## src/rtl/bus_handover_pkg.sv

```systemverilog
package bus_handover_pkg;

  typedef enum logic [1:0] {
    ARB_OWN   = 2'd0,
    ARB_GRANT = 2'd1,
    ARB_EXT   = 2'd2
  } arb_state_e;

  // Next ownership state from the current state and the synchronized inputs.
  function automatic arb_state_e arb_next(arb_state_e st, logic req, logic ack, logic busy);
    case (st)
      ARB_OWN:   return (req && !busy) ? ARB_GRANT : ARB_OWN;
      ARB_GRANT: begin
        if (ack)       return ARB_EXT;
        else if (!req) return ARB_OWN;
        else           return ARB_GRANT;
      end
      ARB_EXT:   return ack ? ARB_EXT : ARB_OWN;
      default:   return ARB_OWN;
    endcase
  endfunction

  // The processor may begin a cycle only when it owns the bus and nobody is asking for it.
  function automatic logic cycle_allowed(arb_state_e st, logic req, logic ack);
    return (st == ARB_OWN) && !req && !ack;
  endfunction

endpackage

```

## src/rtl/bh_sync.sv

```systemverilog
module bh_sync #(
  parameter int STAGES = 2
) (
  input  logic clk,
  input  logic rst_n,
  input  logic d,
  output logic q
);
  generate
    if (STAGES == 0) begin : g_pass
      assign q = d;
    end else begin : g_chain
      logic [STAGES-1:0] chain;
      always_ff @(posedge clk or negedge rst_n) begin
        if (!rst_n) chain <= '0;
        else        chain <= {chain[STAGES-2+((STAGES>1)?0:1):0], d};
      end
      assign q = chain[STAGES-1];
    end
  endgenerate
endmodule

```

## src/rtl/bh_fsm.sv

```systemverilog
module bh_fsm
  import bus_handover_pkg::*;
#(
  parameter int OE_W = 3
) (
  input  logic            clk,
  input  logic            rst_n,
  input  logic            req_seen,
  input  logic            ack_seen,
  input  logic            xfer_busy,
  output logic            grant_n,
  output logic [OE_W-1:0] drv_oe,
  output logic            cyc_permit,
  output logic            st_own,
  output logic            st_ext
);
  arb_state_e st_q, st_d;

  always_comb st_d = arb_next(st_q, req_seen, ack_seen, xfer_busy);

  always_ff @(posedge clk or negedge rst_n) begin
    if (!rst_n) st_q <= ARB_OWN;
    else        st_q <= st_d;
  end

  assign st_own     = (st_q == ARB_OWN);
  assign st_ext     = (st_q == ARB_EXT);
  assign grant_n    = (st_q != ARB_GRANT);
  assign drv_oe     = {OE_W{st_own}};
  assign cyc_permit = cycle_allowed(st_q, req_seen, ack_seen);
endmodule

```

## src/rtl/bus_handover.sv

```systemverilog
module bus_handover
  import bus_handover_pkg::*;
#(
  parameter int SYNC_STAGES = 2,
  parameter int OE_W        = 3
) (
  input  logic            clk,
  input  logic            rst_n,
  input  logic            req_n,
  input  logic            gack_n,
  input  logic            xfer_busy,
  output logic            grant_n,
  output logic [OE_W-1:0] drv_oe,
  output logic            cyc_permit
);
  // Named internal events, visible to the bound checker.
  logic req_seen;
  logic ack_seen;
  logic st_own;
  logic st_ext;

  bh_sync #(.STAGES(SYNC_STAGES)) u_req_sync (
    .clk(clk), .rst_n(rst_n), .d(~req_n), .q(req_seen)
  );

  bh_sync #(.STAGES(SYNC_STAGES)) u_ack_sync (
    .clk(clk), .rst_n(rst_n), .d(~gack_n), .q(ack_seen)
  );

  bh_fsm #(.OE_W(OE_W)) u_fsm (
    .clk        (clk),
    .rst_n      (rst_n),
    .req_seen   (req_seen),
    .ack_seen   (ack_seen),
    .xfer_busy  (xfer_busy),
    .grant_n    (grant_n),
    .drv_oe     (drv_oe),
    .cyc_permit (cyc_permit),
    .st_own     (st_own),
    .st_ext     (st_ext)
  );
endmodule

```

## config.mk

```make
export PLATFORM = sky130hd
export DESIGN_NAME = bus_handover
export DESIGN_NICKNAME = d
export VERILOG_FILES = /design/src/rtl/bus_handover_pkg.sv /design/src/rtl/bh_sync.sv /design/src/rtl/bh_fsm.sv /design/src/rtl/bus_handover.sv
export SDC_FILE = /design/constraint.sdc
export NUM_CORES = 1
export LEC_CHECK = 0
export BUFFER_PORTS_ARGS = -buffer_cell sky130_fd_sc_hd__buf_2
export CAP_MARGIN = 20
export CORE_AREA = 3 3 40 42
export DETAILED_ROUTE_END_ITERATION = 16
export DIE_AREA = 0 0 43 45
export GPL_ROUTABILITY_DRIVEN = 1
export PLACE_DENSITY = 0.43
export SYNTH_ARGS = -nofsm -noshare
export SYNTH_HDL_FRONTEND = slang
export SYNTH_HIERARCHICAL = 1
export SYNTH_SLANG_ARGS = --single-unit
```

## constraint.sdc

```tcl
create_clock -name clk -period 0.9 [get_ports clk]
set_input_delay 0.09 -clock clk [delete_from_list [all_inputs] [get_ports clk]]
set_output_delay 0.09 -clock clk [all_outputs]
set_load 0.005 [all_outputs]
```

==> qor.yml, run 1 <==
die-area_um2: 1940
status: "finished with violations"
critical_path_class: "flop to primary output"
place_ws_ns: -0.0532
io_buffers: 9
vdd_drop_max_mv: 0.654
grt_usage_pct: 4.45
hold_end: "u_fsm/st_q[0]"
rsz0062_at_grt: "true"
final_layout_size_suffix_gt1_share_pct: 57.6
layout_setup_ws_ns: -0.257
violations: "negative setup slack"
drv_cap: 0
power_density_nw_per_um2: 1750
min_from: "xfer_busy"
hold_viol_final: 0
drcViolationCount: 0
reg2reg_depth: 3
hold_depth: 3
cts_sinks: 6
period_share_pct: 129
finalPower_uw: 646
hold_class: "input port to flop"
cts_max_level: 1
cp-start-kind: "flop"
cts.reportedPaths.clkPinSlew_ns: 0.04
grt_pass1_vias: 142
dpl.hpwl_um: 312
n_fill_cell: 135
drt_iter0_drc: 4
die_w_um: 43
numCtsBuffers: 3
r2r_end: "u_fsm/st_q[1]"
setup_viol: 7
dpl.cell_count: 41
final_common_cell: "buf_2"
avgSynthCellArea_um2: 13.5
rows: 13
instances_no_fill: 48
finalWeightedCongestion: 0.646
fin_crit_ns: 1.16
die_h_um: 45
worstPathRequired_ns: 0.81
antenna_found_initial: 0
synth_nets: 23
synth_warnings: 6
syn_inst: 18
multi_input_area_um2: 68.8
utilization_pct: 28.7
fin_skew_ns: 0.000158
grt-ovfl-total: 0
core_um2: 1280
diodes: 0
final_area_um2: 369
wl_per_cell_um: 8.92
post_dp_cell_area_um2: 299
cts_max_path_buffers: 2
totalWireLength_um: 428
start_util_pct: 18.9
nNetsFinal: 40
worstMarginPinSlew_ns: 0.188
slew_headroom_pct: 87.4
cts_root_buf: "clkbuf_4"
netlist_area_um2: 243
end_kind: "primary output"
layout_common_cells: "buf_2 (9), dfrtp_1 (6), clkbuf_4 (3), dlygate4sd3_1 (3)"
regArea_um2: 150
clk_latency_ns: 0.24
leakage_uw: 0.000182
ff2ff_setup_slack_ns: -0.09
num_io_pins: 10
syn_to_final_growth_pct: 52.1
ant_nets: 0
drv_slew: 0
firstDrtPassIters: 2
num_vias: 173
grt_pass1_wl_um: 552
grt_max_degree: 7
drt-vias-per-instance: 3.60
critPathMaxFanout: 4
cts_tree: "done"
reg2reg_from: "u_fsm/st_q[1]"
arrival_ns: 1.07
fmax_mhz: 864
## per-layer routing
layer	up-vias	wire (um)	track usage, %
met5	-	0	0
met4	0	0	5.42
met3	0	59	2.39
met2	10	189	5.69
met1	78	180	4.69
li1	85	-	-
## area by class of cell
cell class	instances	area share (%)
Clock buffer	3	6.10
Inverter	2	2.03
Sequential cell	6	40.7
Multi-Input combinational cell	7	18.6
Timing Repair Buffer	15	27.5
Tap cell	15	5.08
## flip-flops by register name (all words and copies together), names as in the netlist
signal,cells
u_ack_sync/g_chain.chain,2
u_fsm/st_q,2
u_req_sync/g_chain.chain,2
## critical path, stage by stage (launching register included)
cell and delay [ns]:
dfrtp_1 0.41, buf_4 0.15, nor2_1 0.13, buf_2 0.14
## worst max path at each step
stage	cells past startpoint	startpoint	end	slack, ns
6_report	3	u_fsm/st_q[0]	drv_oe[0]	-0.26
5_1_grt	2	u_fsm/st_q[1]	cyc_permit	-0.35
4_1_cts	2	u_fsm/st_q[1]	cyc_permit	-0.27
2_1_floorplan	2	u_fsm/st_q[0]	u_fsm/st_q[0]	-0.006
3_5_place_dp	2	u_fsm/st_q[0]	u_fsm/st_q[0]	-0.05
3_3_place_gp	2	u_fsm/st_q[0]	u_fsm/st_q[0]	-0.03
## stage by stage
stage | hold WS [ns] | setup TNS [ns]
after detailed placement | -0.0791 | -0.0627
after CTS | 0.142 | -1.42
final | 0.150 | -1.41
after floorplan | -0.206 | -0.00577
after global routing | 0.149 | -1.87
after global placement | -0.0820 | -0.0272
## timing repair
action	in CTS	in global routing
hold buffers	3	0
pin swaps	0	1
gates cloned	0	0
buffers inserted	1	1
gates resized for setup	0	2
hold endpoints to repair	8	0
setup endpoints to repair	6	7
## where the power goes
| group | internal, uW | leakage [uW] | switching (uW) | total, uW |
|---|---|---|---|---|
| clock network | 150 | 0.0000138 | 88.4 | 239 |
| logic | 67.2 | 0.0000952 | 37.9 | 105 |
| registers | 287 | 0.0000731 | 15.0 | 302 |
| total | 505 | 0.000182 | 141 | 646 |
Note: power is estimated with default switching activity, not from simulation.
==> run 2, diff against run 1 <==
Settings changed: SETUP_SLACK_MARGIN set to 0.15.
==> run 2 against run 1 <==
  * The run still ends with negative setup slack left
  * Largest power group unchanged
  * Clock power increased by 2%
  * Sequential share of layout area increased by 0.34 points
  * Count of clock-buffer cells in the layout unchanged
  * Clock skew increased by 0.0028 ns
==> qor.yml, run 2 (same netlist as run 1, synthesis figures left out) <==
numCtsBuffers: 3  # unchanged
die_w_um: 43  # unchanged
grt_pass1_vias: 163  # was 142
nNetsFinal: 40  # unchanged
core_um2: 1280  # unchanged
globalRouteMet1Util_pct: 4.42  # was 4.69%
cts_tree: "done"  # unchanged
firstDrtPassIters: 2  # unchanged
end_kind: "primary output"  # unchanged
final_area_um2: 369  # unchanged
cts_max_level: 1  # unchanged
reg_top3: "u_ack_sync/g_chain.chain: 2 flops, u_fsm/st_q: 2 flops, u_req_sync/g_chain.chain: 2 flops"  # unchanged
io_buffers: 9  # unchanged
final_layout_size_suffix_gt1_share_pct: 63.6  # was 57.6%
vdd_drop_max_mv: 0.434  # was 0.654 mV
drv_cap: 0  # unchanged
comb_power_share_pct: 15.7  # was 16.3%
drv_slew: 0  # unchanged
grt_usage_pct: 5.20  # was 4.45%
antenna_found_initial: 0  # unchanged
totalWireLength_um: 437  # was 428 um
ant_nets: 0  # unchanged
period_share_pct: 127  # was 129%
layout_common_cells: "buf_2 (9), dfrtp_1 (5), clkbuf_4 (3), dlygate4sd3_1 (3), buf_4 (3)"  # was buf_2 (9), dfrtp_1 (6), clkbuf_4 (3), dlygate4sd3_1 (3)
cts.reportedPaths.clkPinSlew_ns: 0.05  # was 0.04 ns
p_sw_uw: 145  # was 141 uW
diodes: 0  # unchanged
power_density_nw_per_um2: 1760  # was 1750 nW/um2
setup_viol: 7  # unchanged
utilization_pct: 28.7  # unchanged
hold_viol_final: 0  # unchanged
layout_setup_ws_ns: -0.242  # was -0.257 ns
worstMarginPinSlew_ns: 0.172  # was 0.188 ns
drcViolationCount: 0  # unchanged
slew_headroom_pct: 88.4  # was 87.4%
violations: "negative setup slack"  # unchanged
post_dp_cell_area_um2: 299  # unchanged
rsz0062_at_grt: "true"  # unchanged
arrival_ns: 1.05  # was 1.07 ns
switching_share_pct: 22.3  # was 21.9%
leakage_uw: 0.000179  # was 0.000182 uW
clk_latency_ns: 0.24  # about the same
status: "finished with violations"  # unchanged
drt_iter0_drc: 1  # was 4
die-area_um2: 1940  # unchanged
final_common_cell: "buf_2"  # unchanged
grt_max_degree: 7  # unchanged
worstPathRequired_ns: 0.81  # about the same
cp-start-kind: "flop"  # unchanged
num_io_pins: 10  # unchanged
finalWeightedCongestion: 0.643  # was 0.646
fin_crit_ns: 1.14  # was 1.16 ns
gr-max-usage-layer: "met4"  # was met2
num_vias: 176  # was 173
instances_no_fill: 48  # unchanged
fmax_mhz: 876  # was 864 MHz
power.share.clock_pct: 37.3  # was 36.9%
fin_skew_ns: 0.00298  # was 0.000158 ns
critical_path_class: "flop to primary output"  # unchanged
start_util_pct: 18.9  # unchanged
drt-vias-per-instance: 3.67  # was 3.60
cts_max_path_buffers: 2  # unchanged
wl_per_cell_um: 9.10  # was 8.92 um
p_int_uw: 505  # about the same
syn_to_final_growth_pct: 52.1  # unchanged
dpl.cell_count: 41  # unchanged
hold_class: "input port to flop"  # unchanged
p_seq_share_pct: 46.9  # was 46.8%
die_h_um: 45  # unchanged
cts_root_buf: "clkbuf_4"  # unchanged
place_ws_ns: -0.0595  # was -0.0532 ns
rows: 13  # unchanged
grt-ovfl-total: 0  # unchanged
grt_pass1_wl_um: 627  # was 552 um
gr-usage-met2_pct: 6.89  # was 5.69%
n_fill_cell: 144  # was 135
grt_use_met3_pct: 2.39  # unchanged
critPathMaxFanout: 5  # was 4
cts_sinks: 6  # unchanged
-- run 2: changes by cell type in the layout (fill, tap and decap cells not counted) --
cell and change:
dfrtp_2 +1, buf_6 -1, nor2_1 -1, dfrtp_1 -1, nor2_2 +1, buf_4 +1
-- run 2: power groups by stage --
stage,sequential [uW],combinational (uW),clock (uW)
after floorplan,302,60.6,0
after global placement,303,85.3,0
after detailed placement,305,85.5,0
after CTS,301,101,260
after global routing,306,112,270
final,305,102,243
-- run 2: critical path: stages, from the launching register on --
cell	delay, ns
dfrtp_2	0.44
or2b_1	0.25
buf_2	0.13
-- run 2: routing by layer --
layer	wire length, um	up-vias
met2	187	10
li1	-	85
met5	0	-
met3	56	2
met4	6	0
met1	187	79
-- run 2: timing repair --
| action | in CTS | in global routing |
|---|---|---|
| pin swaps | 0 | 1 |
| endpoints found under the setup margin | 7 | 7 |
| buffers inserted | 1 | 0 |
| cloned | 0 | 0 |
| hold buffers | 3 | 0 |
| gates resized for setup | 0 | 3 |
| hold endpoints to repair | 8 | 0 |
-- run 2: layout make-up --
class                           instances  area [um2]  area share (%)
Tap cell                               15        18.8            5.08
Timing Repair Buffer                   15        97.6            26.4
Clock buffer                            3        22.5            6.10
Sequential cell                         6         151            41.0
Multi-Input combinational cell          7        71.3            19.3
Inverter                                2        7.51            2.03
-- run 2: worst paths after layout --
check	from	depth (start not counted)	slack, ns	endpoint
setup / recovery	u_fsm/st_q[1]	2	-0.24	grant_n
hold reg to reg	u_req_sync/g_chain.chain[0]	0	0.35	u_req_sync/g_chain.chain[1]
hold / removal	xfer_busy	3	0.14	u_fsm/st_q[0]
min in group asynchronous	rst_n	2	0.19	u_ack_sync/g_chain.chain[0]
setup reg to reg	u_fsm/st_q[1]	3	-0.09	u_fsm/st_q[1]
max in group asynchronous	rst_n	2	0.55	u_fsm/st_q[1]
-- run 2: stage by stage --
step / TNS (ns) / hold slack (ns) / power, uW
final: -1.27 / 0.138 / 650
after CTS: -1.47 / 0.129 / 662
after global routing: -1.63 / 0.138 / 689
after global placement: -0.0276 / -0.0824 / 388
after floorplan: -0.00577 / -0.206 / 362
after detailed placement: -0.0756 / -0.0796 / 390
==> run 3, diff against run 2 <==
Settings changed: GPL_TIMING_DRIVEN set to 0.
==> run 3 against run 2 <==
  * The run still ends with negative setup slack left
  * Fmax is 1.0% lower
  * Worst hold slack got worse by 0.0075 ns
  * Via count grew 2.8%
  * Flip-flop and latch count is the same
  * Final cell count grew 6.3%
==> qor.yml, run 3 (same netlist as run 1, synthesis figures left out) <==
status: "finished with violations"  # unchanged
violations: "negative setup slack"  # unchanged
layout_common_cells: "buf_2 (6), dfrtp_1 (6), buf_4 (5)"  # was buf_2 (9), dfrtp_1 (5), clkbuf_4 (3), dlygate4sd3_1 (3), buf_4 (3)
grt-ovfl-total: 0  # unchanged
arrival_ns: 1.06  # was 1.05 ns
n_fill_cell: 131  # was 144
path_cells: "nor4_1 -> buf_2"  # was or2b_1 -> buf_2
worstPathRequired_ns: 0.81  # about the same
instances_no_fill: 51  # was 48
cts_max_level: 1  # unchanged
cp.depth: 2  # unchanged
drv_slew: 0  # unchanged
die-area_um2: 1940  # unchanged
rows: 13  # unchanged
firstDrtPassIters: 2  # unchanged
period_share_pct: 128  # was 127%
wl_per_cell_um: 8.29  # was 9.10 um
fin_skew_ns: 0.00165  # was 0.00298 ns
io_buffers: 9  # unchanged
drv_cap: 0  # unchanged
final_layout_size_suffix_gt1_share_pct: 61.1  # was 63.6%
totalWireLength_um: 423  # was 437 um
p_sw_uw: 153  # was 145 uW
antenna_found_initial: 0  # unchanged
core_um2: 1280  # unchanged
finalWeightedCongestion: 0.627  # was 0.643
start_util_pct: 18.9  # unchanged
reg_top3: "u_ack_sync/g_chain.chain: 2 flops, u_fsm/st_q: 2 flops, u_req_sync/g_chain.chain: 2 flops"  # unchanged
worstMarginPinSlew_ns: 0.206  # was 0.172 ns
hold_class: "input port to flop"  # unchanged
power_density_nw_per_um2: 1720  # was 1760 nW/um2
layout_setup_ws_ns: -0.254  # was -0.242 ns
slew_headroom_pct: 86.2  # was 88.4%
cts_max_path_buffers: 2  # unchanged
fin_crit_ns: 1.15  # was 1.14 ns
leakage_uw: 0.000203  # was 0.000179 uW
reg2reg_depth: 3  # unchanged
die_w_um: 43  # unchanged
switching_share_pct: 21.9  # was 22.3%
nNetsFinal: 43  # was 40
diodes: 0  # unchanged
vdd_drop_max_mv: 0.505  # was 0.434 mV
hold_viol_final: 0  # unchanged
grt_pass1_vias: 179  # was 163
multi_input_area_um2: 65.1  # was 71.3 um2
ant_nets: 0  # unchanged
critPathMaxStageDelay_ns: 0.41  # was 0.44 ns
p_seq_share_pct: 43.1  # was 46.9%
cts_sinks: 6  # unchanged
num_io_pins: 10  # unchanged
cts_root_buf: "clkbuf_4"  # unchanged
utilization_pct: 31.6  # was 28.7%
grt_usage_pct: 5.29  # was 5.20%
critical-path-top-delay-family: "flip-flops"  # unchanged
grt_max_degree: 7  # unchanged
setup_viol: 7  # unchanged
p_int_uw: 546  # was 505 uW
numCtsBuffers: 3  # unchanged
clk_latency_ns: 0.24  # about the same
grt_pass1_wl_um: 655  # was 627 um
crit_buf_inv: 1  # unchanged
fmax_mhz: 867  # was 876 MHz
regArea_um2: 150  # was 151 um2
critPathMaxFanout: 5  # unchanged
drt-vias-per-instance: 3.55  # was 3.67
comb_power_share_pct: 21.9  # was 15.7%
crit_slowest_cell: "dfrtp_1"  # was dfrtp_2
end_kind: "primary output"  # unchanged
dpl.cell_count: 42  # was 41
rsz0062_at_grt: "true"  # unchanged
hold_depth: 3  # unchanged
syn_to_final_growth_pct: 67.5  # was 52.1%
die_h_um: 45  # unchanged
cts.reportedPaths.clkPinSlew_ns: 0.04  # was 0.05 ns
cts_tree: "done"  # unchanged
drt_iter0_drc: 2  # was 1
cp-start-kind: "flop"  # unchanged
ff2ff_setup_slack_ns: -0.18  # was -0.09 ns
dpl.hpwl_um: 287
num_vias: 181  # was 176
power.share.clock_pct: 35.0  # was 37.3%
drcViolationCount: 0  # unchanged
critical_path_class: "flop to primary output"  # unchanged
## run 3: cell count changes in the layout (fill, tap and decap cells not counted)
cell / previous run / this run
buf_4: 3 / 5
dfrtp_2: 1 / 0
nor4_1: 0 / 1
buf_6: 0 / 4
dfrtp_1: 5 / 6
nor4_2: 1 / 0
buf_2: 9 / 6
## run 3: final timing paths
| path | from | end |
|---|---|---|
| worst max-delay path | u_fsm/st_q[1] | cyc_permit |
| worst min-delay path | xfer_busy | u_fsm/st_q[0] |
| worst max register to register | u_fsm/st_q[0] | u_fsm/st_q[0] |
| worst min register to register | u_ack_sync/g_chain.chain[0] | u_ack_sync/g_chain.chain[1] |
| max in group asynchronous | rst_n | u_ack_sync/g_chain.chain[1] |
| min in group asynchronous | rst_n | u_req_sync/g_chain.chain[0] |
## run 3: worst min-delay path: stages
cell     delay, ns
buf_2         0.08
mux2_4        0.13
nor3b_2       0.04
## run 3: routing by layer
layer	vias up	part of all wire (%)	track usage (%)
met1	78	44	4.44
li1	91	-	-
met3	2	13	3.19
met5	-	0	0
met4	0	1.4	9.04
met2	10	41	6.59
## run 3: power by group through the flow
stage | logic, uW | registers, uW | clock network [uW]
after floorplan | 60.6 | 302 | 0
final | 153 | 302 | 245
after detailed placement | 99.6 | 305 | 0
after CTS | 153 | 300 | 262
after global placement | 98.2 | 304 | 0
after global routing | 166 | 303 | 273
## run 3: final cells by class
cell class / count / share of cell area (%)
Multi-Input combinational cell: 7 / 16.0
Sequential cell: 6 / 36.9
Timing Repair Buffer: 15 / 29.5
Buffer: 3 / 5.54
Tap cell: 15 / 4.62
Inverter: 2 / 1.85
Clock buffer: 3 / 5.54
## run 3: metrics by stage
step / hold slack (ns) / cell area [um2] / TNS [ns] / setup slack, ns / total power (uW)
after floorplan: -0.206 / 243 / -0.00577 / -0.00577 / 362
after global placement: -0.0848 / 307 / -0.0429 / -0.0332 / 402
after detailed placement: -0.0764 / 307 / -0.0945 / -0.0562 / 405
after CTS: 0.123 / 403 / -1.40 / -0.263 / 715
after global routing: 0.130 / 407 / -1.78 / -0.326 / 742
final: 0.131 / 407 / -1.37 / -0.254 / 699
## run 3: repair_timing
action	in CTS	in global routing
gates cloned	0	0
resized for setup	6	1
endpoints found under the setup margin	7	7
buffers inserted	3	0
hold buffers	3	0
hold endpoints to repair	8	0
